==> src/rtl/chop_pkg.sv <==
package chop_pkg;
  typedef enum logic [1:0] {
    ST_IDLE  = 2'd0,
    ST_DRIVE = 2'd1,
    ST_DECAY = 2'd2
  } chop_state_e;

  localparam logic [1:0] DEC_SLOW = 2'b00;
  localparam logic [1:0] DEC_FAST = 2'b01;
  localparam int         LEGS     = 2;
endpackage

==> src/rtl/chop_fsm.sv <==
module chop_fsm
  import chop_pkg::*;
#(
  parameter int CNT_W = 8
) (
  input  logic             clk_i,
  input  logic             rst_ni,
  input  logic             disable_i,
  input  logic             polarity_i,
  input  logic [1:0]       decay_mode_i,
  input  logic             rect_n_i,
  input  logic             trip_cmp_i,
  input  logic             decay_cmp_i,
  input  logic             zero_cur_i,
  input  logic [CNT_W-1:0] blank_time_i,
  input  logic [CNT_W-1:0] off_time_i,
  output logic [LEGS-1:0]  hi_req_o,
  output logic [LEGS-1:0]  lo_req_o
);
  chop_state_e      state_q;
  logic [CNT_W-1:0] cnt_q;
  logic             pol_q, mixed_q, slow_q, zc_q;

  logic [CNT_W:0] cnt_inc;
  logic           cnt_sat, blank_done, off_done, rect_en, rect_on;
  logic           drv_idx, snk_idx;

  assign cnt_inc    = {1'b0, cnt_q} + 1'b1;
  assign cnt_sat    = &cnt_q;
  assign blank_done = cnt_q >= blank_time_i;
  assign off_done   = cnt_inc >= {1'b0, off_time_i};
  assign rect_en    = !rect_n_i;
  assign rect_on    = rect_en && !zc_q;
  // leg 0 = A, leg 1 = B; polarity 1 drives from A
  assign drv_idx    = !pol_q;
  assign snk_idx    = pol_q;

  always_ff @(posedge clk_i or negedge rst_ni) begin
    if (!rst_ni) begin
      state_q <= ST_IDLE;
      cnt_q   <= '0;
      pol_q   <= 1'b0;
      mixed_q <= 1'b0;
      slow_q  <= 1'b0;
      zc_q    <= 1'b0;
    end else if (disable_i) begin
      state_q <= ST_IDLE;
      cnt_q   <= '0;
      mixed_q <= 1'b0;
      slow_q  <= 1'b0;
      zc_q    <= 1'b0;
    end else begin
      unique case (state_q)
        ST_IDLE: begin
          state_q <= ST_DRIVE;
          cnt_q   <= '0;
          pol_q   <= polarity_i;
        end
        ST_DRIVE: begin
          if (trip_cmp_i && blank_done) begin
            state_q <= ST_DECAY;
            cnt_q   <= '0;
            mixed_q <= decay_mode_i[1];
            slow_q  <= (decay_mode_i == DEC_SLOW);
            zc_q    <= 1'b0;
          end else if (!cnt_sat) begin
            cnt_q <= cnt_inc[CNT_W-1:0];
          end
        end
        ST_DECAY: begin
          if (off_done) begin
            state_q <= ST_DRIVE;
            cnt_q   <= '0;
            pol_q   <= polarity_i;
          end else begin
            cnt_q <= cnt_inc[CNT_W-1:0];
          end
          if (mixed_q && decay_cmp_i) slow_q <= 1'b1;
          if (rect_en && zero_cur_i)  zc_q   <= 1'b1;
        end
        default: state_q <= ST_IDLE;
      endcase
    end
  end

  always_comb begin
    hi_req_o = '0;
    lo_req_o = '0;
    if (state_q == ST_DRIVE) begin
      hi_req_o[drv_idx] = 1'b1;
      lo_req_o[snk_idx] = 1'b1;
    end else if (state_q == ST_DECAY) begin
      lo_req_o[drv_idx] = rect_on;
      if (slow_q) lo_req_o[snk_idx] = 1'b1;
      else        hi_req_o[snk_idx] = rect_on;
    end
  end

  assert_blank_hold_R2: assert property (@(posedge clk_i) disable iff (!rst_ni)
    (state_q == ST_DRIVE && !blank_done && !disable_i) |=> state_q == ST_DRIVE);

  assert_off_hold_R3: assert property (@(posedge clk_i) disable iff (!rst_ni)
    (state_q == ST_DECAY && !off_done && !disable_i) |=> state_q == ST_DECAY);

  assert_mixed_latch_R6: assert property (@(posedge clk_i) disable iff (!rst_ni)
    (state_q == ST_DECAY && slow_q && !off_done && !disable_i) |=> slow_q);

  assert_idle_on_disable_R11: assert property (@(posedge clk_i) disable iff (!rst_ni)
    disable_i |=> state_q == ST_IDLE);
endmodule

==> src/rtl/chop_leg.sv <==
module chop_leg #(
  parameter int CNT_W = 8
) (
  input  logic             clk_i,
  input  logic             rst_ni,
  input  logic             disable_i,
  input  logic [CNT_W-1:0] dead_time_i,
  input  logic             hi_req_i,
  input  logic             lo_req_i,
  output logic             hi_o,
  output logic             lo_o
);
  logic [CNT_W-1:0] gap_q;
  logic             drop;

  assign drop = (hi_o && !hi_req_i) || (lo_o && !lo_req_i);

  always_ff @(posedge clk_i or negedge rst_ni) begin
    if (!rst_ni) begin
      hi_o  <= 1'b0;
      lo_o  <= 1'b0;
      gap_q <= '0;
    end else if (disable_i) begin
      hi_o  <= 1'b0;
      lo_o  <= 1'b0;
      gap_q <= '0;
    end else if (drop) begin
      hi_o  <= hi_o && hi_req_i;
      lo_o  <= lo_o && lo_req_i;
      gap_q <= '0;
    end else if (!hi_o && !lo_o) begin
      if ((hi_req_i || lo_req_i) && gap_q >= dead_time_i) begin
        hi_o <= hi_req_i;
        lo_o <= lo_req_i && !hi_req_i;
      end else if (!(&gap_q)) begin
        gap_q <= gap_q + 1'b1;
      end
    end
  end

  assert_leg_no_overlap_R10: assert property (@(posedge clk_i) disable iff (!rst_ni)
    !(hi_o && lo_o));

  assert_hi_after_gap_R10: assert property (@(posedge clk_i) disable iff (!rst_ni)
    $rose(hi_o) |-> !$past(lo_o));

  assert_lo_after_gap_R10: assert property (@(posedge clk_i) disable iff (!rst_ni)
    $rose(lo_o) |-> !$past(hi_o));

  assert_leg_off_R11: assert property (@(posedge clk_i) disable iff (!rst_ni)
    disable_i |=> (!hi_o && !lo_o));
endmodule

==> src/rtl/chop_ctrl.sv <==
module chop_ctrl
  import chop_pkg::*;
#(
  parameter int CNT_W = 8
) (
  input  logic             clk_i,
  input  logic             rst_ni,
  input  logic             disable_i,
  input  logic             polarity_i,
  input  logic [1:0]       decay_mode_i,
  input  logic             rect_n_i,
  input  logic             trip_cmp_i,
  input  logic             decay_cmp_i,
  input  logic             zero_cur_i,
  input  logic [CNT_W-1:0] blank_time_i,
  input  logic [CNT_W-1:0] off_time_i,
  input  logic [CNT_W-1:0] dead_time_i,
  output logic             gate_ah_o,
  output logic             gate_al_o,
  output logic             gate_bh_o,
  output logic             gate_bl_o
);
  logic [LEGS-1:0] hi_req, lo_req, hi_g, lo_g;

  chop_fsm #(.CNT_W(CNT_W)) fsm_i (
    .clk_i       (clk_i),
    .rst_ni      (rst_ni),
    .disable_i   (disable_i),
    .polarity_i  (polarity_i),
    .decay_mode_i(decay_mode_i),
    .rect_n_i    (rect_n_i),
    .trip_cmp_i  (trip_cmp_i),
    .decay_cmp_i (decay_cmp_i),
    .zero_cur_i  (zero_cur_i),
    .blank_time_i(blank_time_i),
    .off_time_i  (off_time_i),
    .hi_req_o    (hi_req),
    .lo_req_o    (lo_req)
  );

  for (genvar g = 0; g < LEGS; g++) begin : g_leg
    chop_leg #(.CNT_W(CNT_W)) leg_i (
      .clk_i      (clk_i),
      .rst_ni     (rst_ni),
      .disable_i  (disable_i),
      .dead_time_i(dead_time_i),
      .hi_req_i   (hi_req[g]),
      .lo_req_i   (lo_req[g]),
      .hi_o       (hi_g[g]),
      .lo_o       (lo_g[g])
    );
  end

  assign gate_ah_o = hi_g[0];
  assign gate_al_o = lo_g[0];
  assign gate_bh_o = hi_g[1];
  assign gate_bl_o = lo_g[1];

  assert_no_supply_short_R10: assert property (@(posedge clk_i) disable iff (!rst_ni)
    !(gate_ah_o && gate_al_o) && !(gate_bh_o && gate_bl_o));

  assert_gates_off_R11: assert property (@(posedge clk_i) disable iff (!rst_ni)
    disable_i |=> !(gate_ah_o || gate_al_o || gate_bh_o || gate_bl_o));
endmodule

==> config.mk <==
export PLATFORM = sky130hd
export DESIGN_NAME = chop_ctrl
export DESIGN_NICKNAME = d
export VERILOG_FILES = /design/src/rtl/chop_pkg.sv /design/src/rtl/chop_fsm.sv /design/src/rtl/chop_leg.sv /design/src/rtl/chop_ctrl.sv
export SDC_FILE = /design/constraint.sdc
export NUM_CORES = 1
export LEC_CHECK = 0
export BUFFER_PORTS_ARGS = -buffer_cell sky130_fd_sc_hd__buf_2
export CORE_MARGIN = 2
export CORE_UTILIZATION = 35
export DETAILED_ROUTE_END_ITERATION = 7
export SLEW_MARGIN = 20
export SYNTH_ARGS = -nofsm -noshare
export SYNTH_HDL_FRONTEND = slang
export SYNTH_SLANG_ARGS = --single-unit
==> constraint.sdc <==
create_clock -name clk_i -period 2.5 [get_ports clk_i]
set_input_delay 0.375 -clock clk_i [delete_from_list [all_inputs] [get_ports clk_i]]
set_output_delay 0.375 -clock clk_i [all_outputs]
set_load 0.05 [all_outputs]
==> flow_metrics.tcl <==
set metrics [dict create \
    worstSetupStartpointType "register" \
    cts_tree "built" \
    clk_pin_slew_ns 0.07 \
    use_met1_pct 20.8 \
    hold_violations 0 \
    drt_iter0_markers 46 \
    crit_path_end "fsm_i.cnt_q[7]" \
    die_w_um 94.2 \
    dp_slack_ns -0.108 \
    dpl.cell_count 475 \
    crit_slowest_cell "dfrtp_1" \
    r2r_cells 11 \
    synth_edf_count 0 \
    violations "negative setup slack" \
    portBuffers 37 \
    clock-sinks 34 \
    clock-root-buffer "clkbuf_8" \
    setup_viol 4 \
    fin_cells 494 \
    firstDrtPassIters 4 \
    final_cell_mix "37 x ha_1, 37 x buf_2, 33 x dfrtp_1" \
    drv_cap 0 \
    yosysWarnings 0 \
    rr_endpoint "fsm_i.cnt_q[7]" \
    wire_per_inst_um 13.7 \
    setup_slack_ns -0.0378 \
    synthDistinctLibCells 51 \
    use_met2_pct 25.9 \
    synthMuxAreaShare_pct 4.26 \
    clkPwrFrac_pct 36.6 \
    p_leak_nw 1.90 \
    synth_fa_ha_area_share_pct 17.1 \
    clock_latency_ns 0.28 \
    crit_start "fsm_i.cnt_q[0]" \
    synth-compound-area-share_pct 23.2 \
    path_class "register to register" \
    intPower_uw 987 \
    switchingPower_uw 395 \
    numCtsBuffers 5 \
    worstPathArrival_ns 2.76 \
    hold_buffers 0 \
    max_stage_delay_ns 0.43 \
    antenna_found_initial 0 \
    reg2reg_from "fsm_i.cnt_q[0]" \
    fillers 779 \
    drc_errors 0 \
    die_y_um 94.2 \
    busiest_layer "met2" \
    drv_slew 0 \
    grtUsageMet3_pct 2.41 \
    diodes 0 \
    start_util_pct 36.5 \
    seq_power_share_pct 43.0 \
    synth-seq-cells 34 \
    fmax_mhz 394 \
    core_area_um2 7810 \
    relSlewSlack_pct 45.3 \
    synth-async-reset-ratio_pct 100 \
    syn_area_per_cell_um2 8.74 \
    finClkSkew_ns 0.00262 \
    min_period_ns 2.54 \
    syn2layout_area_growth_pct 26.8 \
    hold_class "primary input to async pin" \
    pwr_density_cell_nw_per_um2 383 \
    place_congestion 0.815 \
    critPathMaxFanout 4 \
    crit_chain "ha_4 -> nand3_4 -> or3_4 -> nand2_4 -> ha_4 -> a21oi_2 -> o21ai_2 -> a221oi_2 -> a32oi_2 -> nor2b_2 -> a22o_1" \
    drive_gt1_share_pct 27.0 \
    cpMostUsedCell "ha_4" \
    max_slew.worst_pin.slew_ns 0.820 \
    fp-row-count 32 \
    overflow 0 \
    ir_drop_v 0.000171 \
    synth_nets 399 \
    finalCritPeriodShare_pct 102 \
    fin_nets 464 \
    rrSetupSlack_ns -0.04 \
    synth_top_family_by_area "compound AO/OA/AOI/OAI gates" \
    postRouteAntennaNets 0 \
    rsz0062_at_grt "yes" \
    grt_first_pass_wirelength_um 11100 \
    post-dp-hpwl_um 4880 \
    vias 2558 \
    synth_ff_type "dfrtp_1" \
    synthSimpleGateAreaFrac_pct 18.8 \
    grt_pass1_vias 2425 \
    die-area_um2 8870 \
    synthXorXnorAreaFrac_pct 1.23 \
    crit_required_ns 2.72 \
    grt_max_degree 35 \
    endpoint_kind "register" \
    ioPinCount 38 \
    via_per_inst 5.18 \
    synthCells 326 \
    cts.path.max_buffers 2 \
    status "complete, but fails checks" \
    synth.yosys.seq_area_share_pct 29.9 \
    pwr-share-comb_pct 20.3 \
    syn_area_um2 2850 \
    grt_usage_pct 15.4 \
    htreeDepth 2 \
    routed_wl_um 6760 \
    swShare_pct 28.6 \
]
## flip-flops by register name (all words and copies together) (netlist names)
| signal | flops |
|---|---|
| fsm_i.mixed_q | 1 |
| fsm_i.zc_q | 1 |
| fsm_i.pol_q | 1 |
| g_leg.leg_i.lo_o | 2 |
| g_leg.leg_i.hi_o | 2 |
| g_leg.leg_i.gap_q | 16 |
| fsm_i.state_q | 2 |
| fsm_i.slow_q | 1 |
| fsm_i.cnt_q | 8 |
## cells in the mapped netlist, types with 2 or more instances
| master | instances | area [um^2] |
|---|---|---|
| a21o_1 | 7 | 52.6 |
| nand2b_1 | 16 | 100 |
| o21ai_0 | 18 | 90.1 |
| a21oi_2 | 2 | 17.5 |
| a21boi_0 | 3 | 22.5 |
| nor2b_1 | 4 | 25.0 |
| a311o_1 | 2 | 20.0 |
| xnor2_1 | 3 | 26.3 |
| nor3_1 | 8 | 40.0 |
| o21a_1 | 4 | 30.0 |
| a22o_1 | 4 | 35.0 |
| nand3_1 | 14 | 70.1 |
| clkbuf_1 | 4 | 15.0 |
| a2111o_1 | 3 | 33.8 |
| ha_1 | 39 | 488 |
| nor4b_1 | 2 | 17.5 |
| a211o_1 | 4 | 35.0 |
| a221o_1 | 2 | 20.0 |
| and3_1 | 9 | 56.3 |
| nor2_1 | 17 | 63.8 |
| a211oi_1 | 3 | 22.5 |
| inv_1 | 32 | 120 |
| nand2_1 | 26 | 97.6 |
| a21oi_1 | 28 | 140 |
| dfrtp_1 | 34 | 851 |
| buf_2 | 2 | 10.0 |
| mux2i_1 | 11 | 110 |
| a31oi_1 | 2 | 12.5 |
## layer usage
| metal | part of all wire, % | wire [um] |
|---|---|---|
| met5 | 0 | 0 |
| met4 | 0.78 | 53 |
| met3 | 2.7 | 185 |
| met2 | 49 | 3340 |
| met1 | 47 | 3180 |
## power by group through the flow
stage	clock network (mW)	logic, mW	registers, mW
finish	0.506	0.281	0.595
global route	0.552	0.321	0.597
CTS	0.525	0.270	0.592
detailed placement	0	0.263	0.603
global placement	0	0.254	0.602
floorplan	0	0.182	0.591
## layout make-up
class,instances,area [um^2],area share [%]
multi-input cells,253,2010,55.6
flip-flops and latches,34,852,23.6
repair buffers,65,399,11.0
well taps,102,128,3.53
inverters,32,120,3.33
clock buffers,7,76.3,2.11
clock inverters,1,30.0,0.831
## through the flow
step                      util, %  power, mW  hold slack [ns]  instance area (um^2)  setup TNS, ns
after floorplan                 -      0.773           0.0794                  2860        -0.0176
after global placement       41.8      0.856            0.505                  3270        -0.0485
after detailed placement     41.8      0.866            0.521                  3270         -0.493
after CTS                    44.2       1.39            0.217                  3450              0
after global routing         46.3       1.47            0.246                  3610         -0.819
final                        46.3       1.38            0.177                  3610        -0.0802
## worst max-delay path, delay by kind of cell (launching register included)
kind | cells | cell delay, ns
flip-flops | 1 | 0.43
AO/OA/AOI/OAI | 5 | 0.88
adder cells (fa/ha/maj) | 2 | 0.38
AND/OR/NAND/NOR | 4 | 0.79
## logic make-up after synthesis
kind of cell / after synthesis
buffers and inverters: 39
and+or+nand+nor: 104
xor gates and xnor gates: 4
adders and majority gates: 39
muxes: 12
DFF: 34
AOI/OAI and AO/OA: 94
## timing repair
| item | 4_1_cts | 5_1_grt |
|---|---|---|
| gates cloned | 0 | 0 |
| gates resized for setup | 14 | 19 |
| pin swaps | 5 | 9 |
| setup buffers | 2 | 9 |
| setup endpoints to repair | 8 | 15 |
## worst min-delay path by stage
stage	slack, ns	cells after the start	from	to
floorplan	0.08	0	rst_ni	fsm_i.cnt_q[0]
global placement	0.51	1	rst_ni	g_leg[0].leg_i.gap_q[2]
detailed placement	0.52	2	fsm_i.mixed_q	fsm_i.mixed_q
CTS	0.22	1	rst_ni	g_leg[1].leg_i.gap_q[1]
global route	0.25	1	rst_ni	fsm_i.cnt_q[4]
finish	0.18	1	rst_ni	g_leg[0].leg_i.gap_q[5]
No activity file was read; power rests on OpenSTA's default activity.
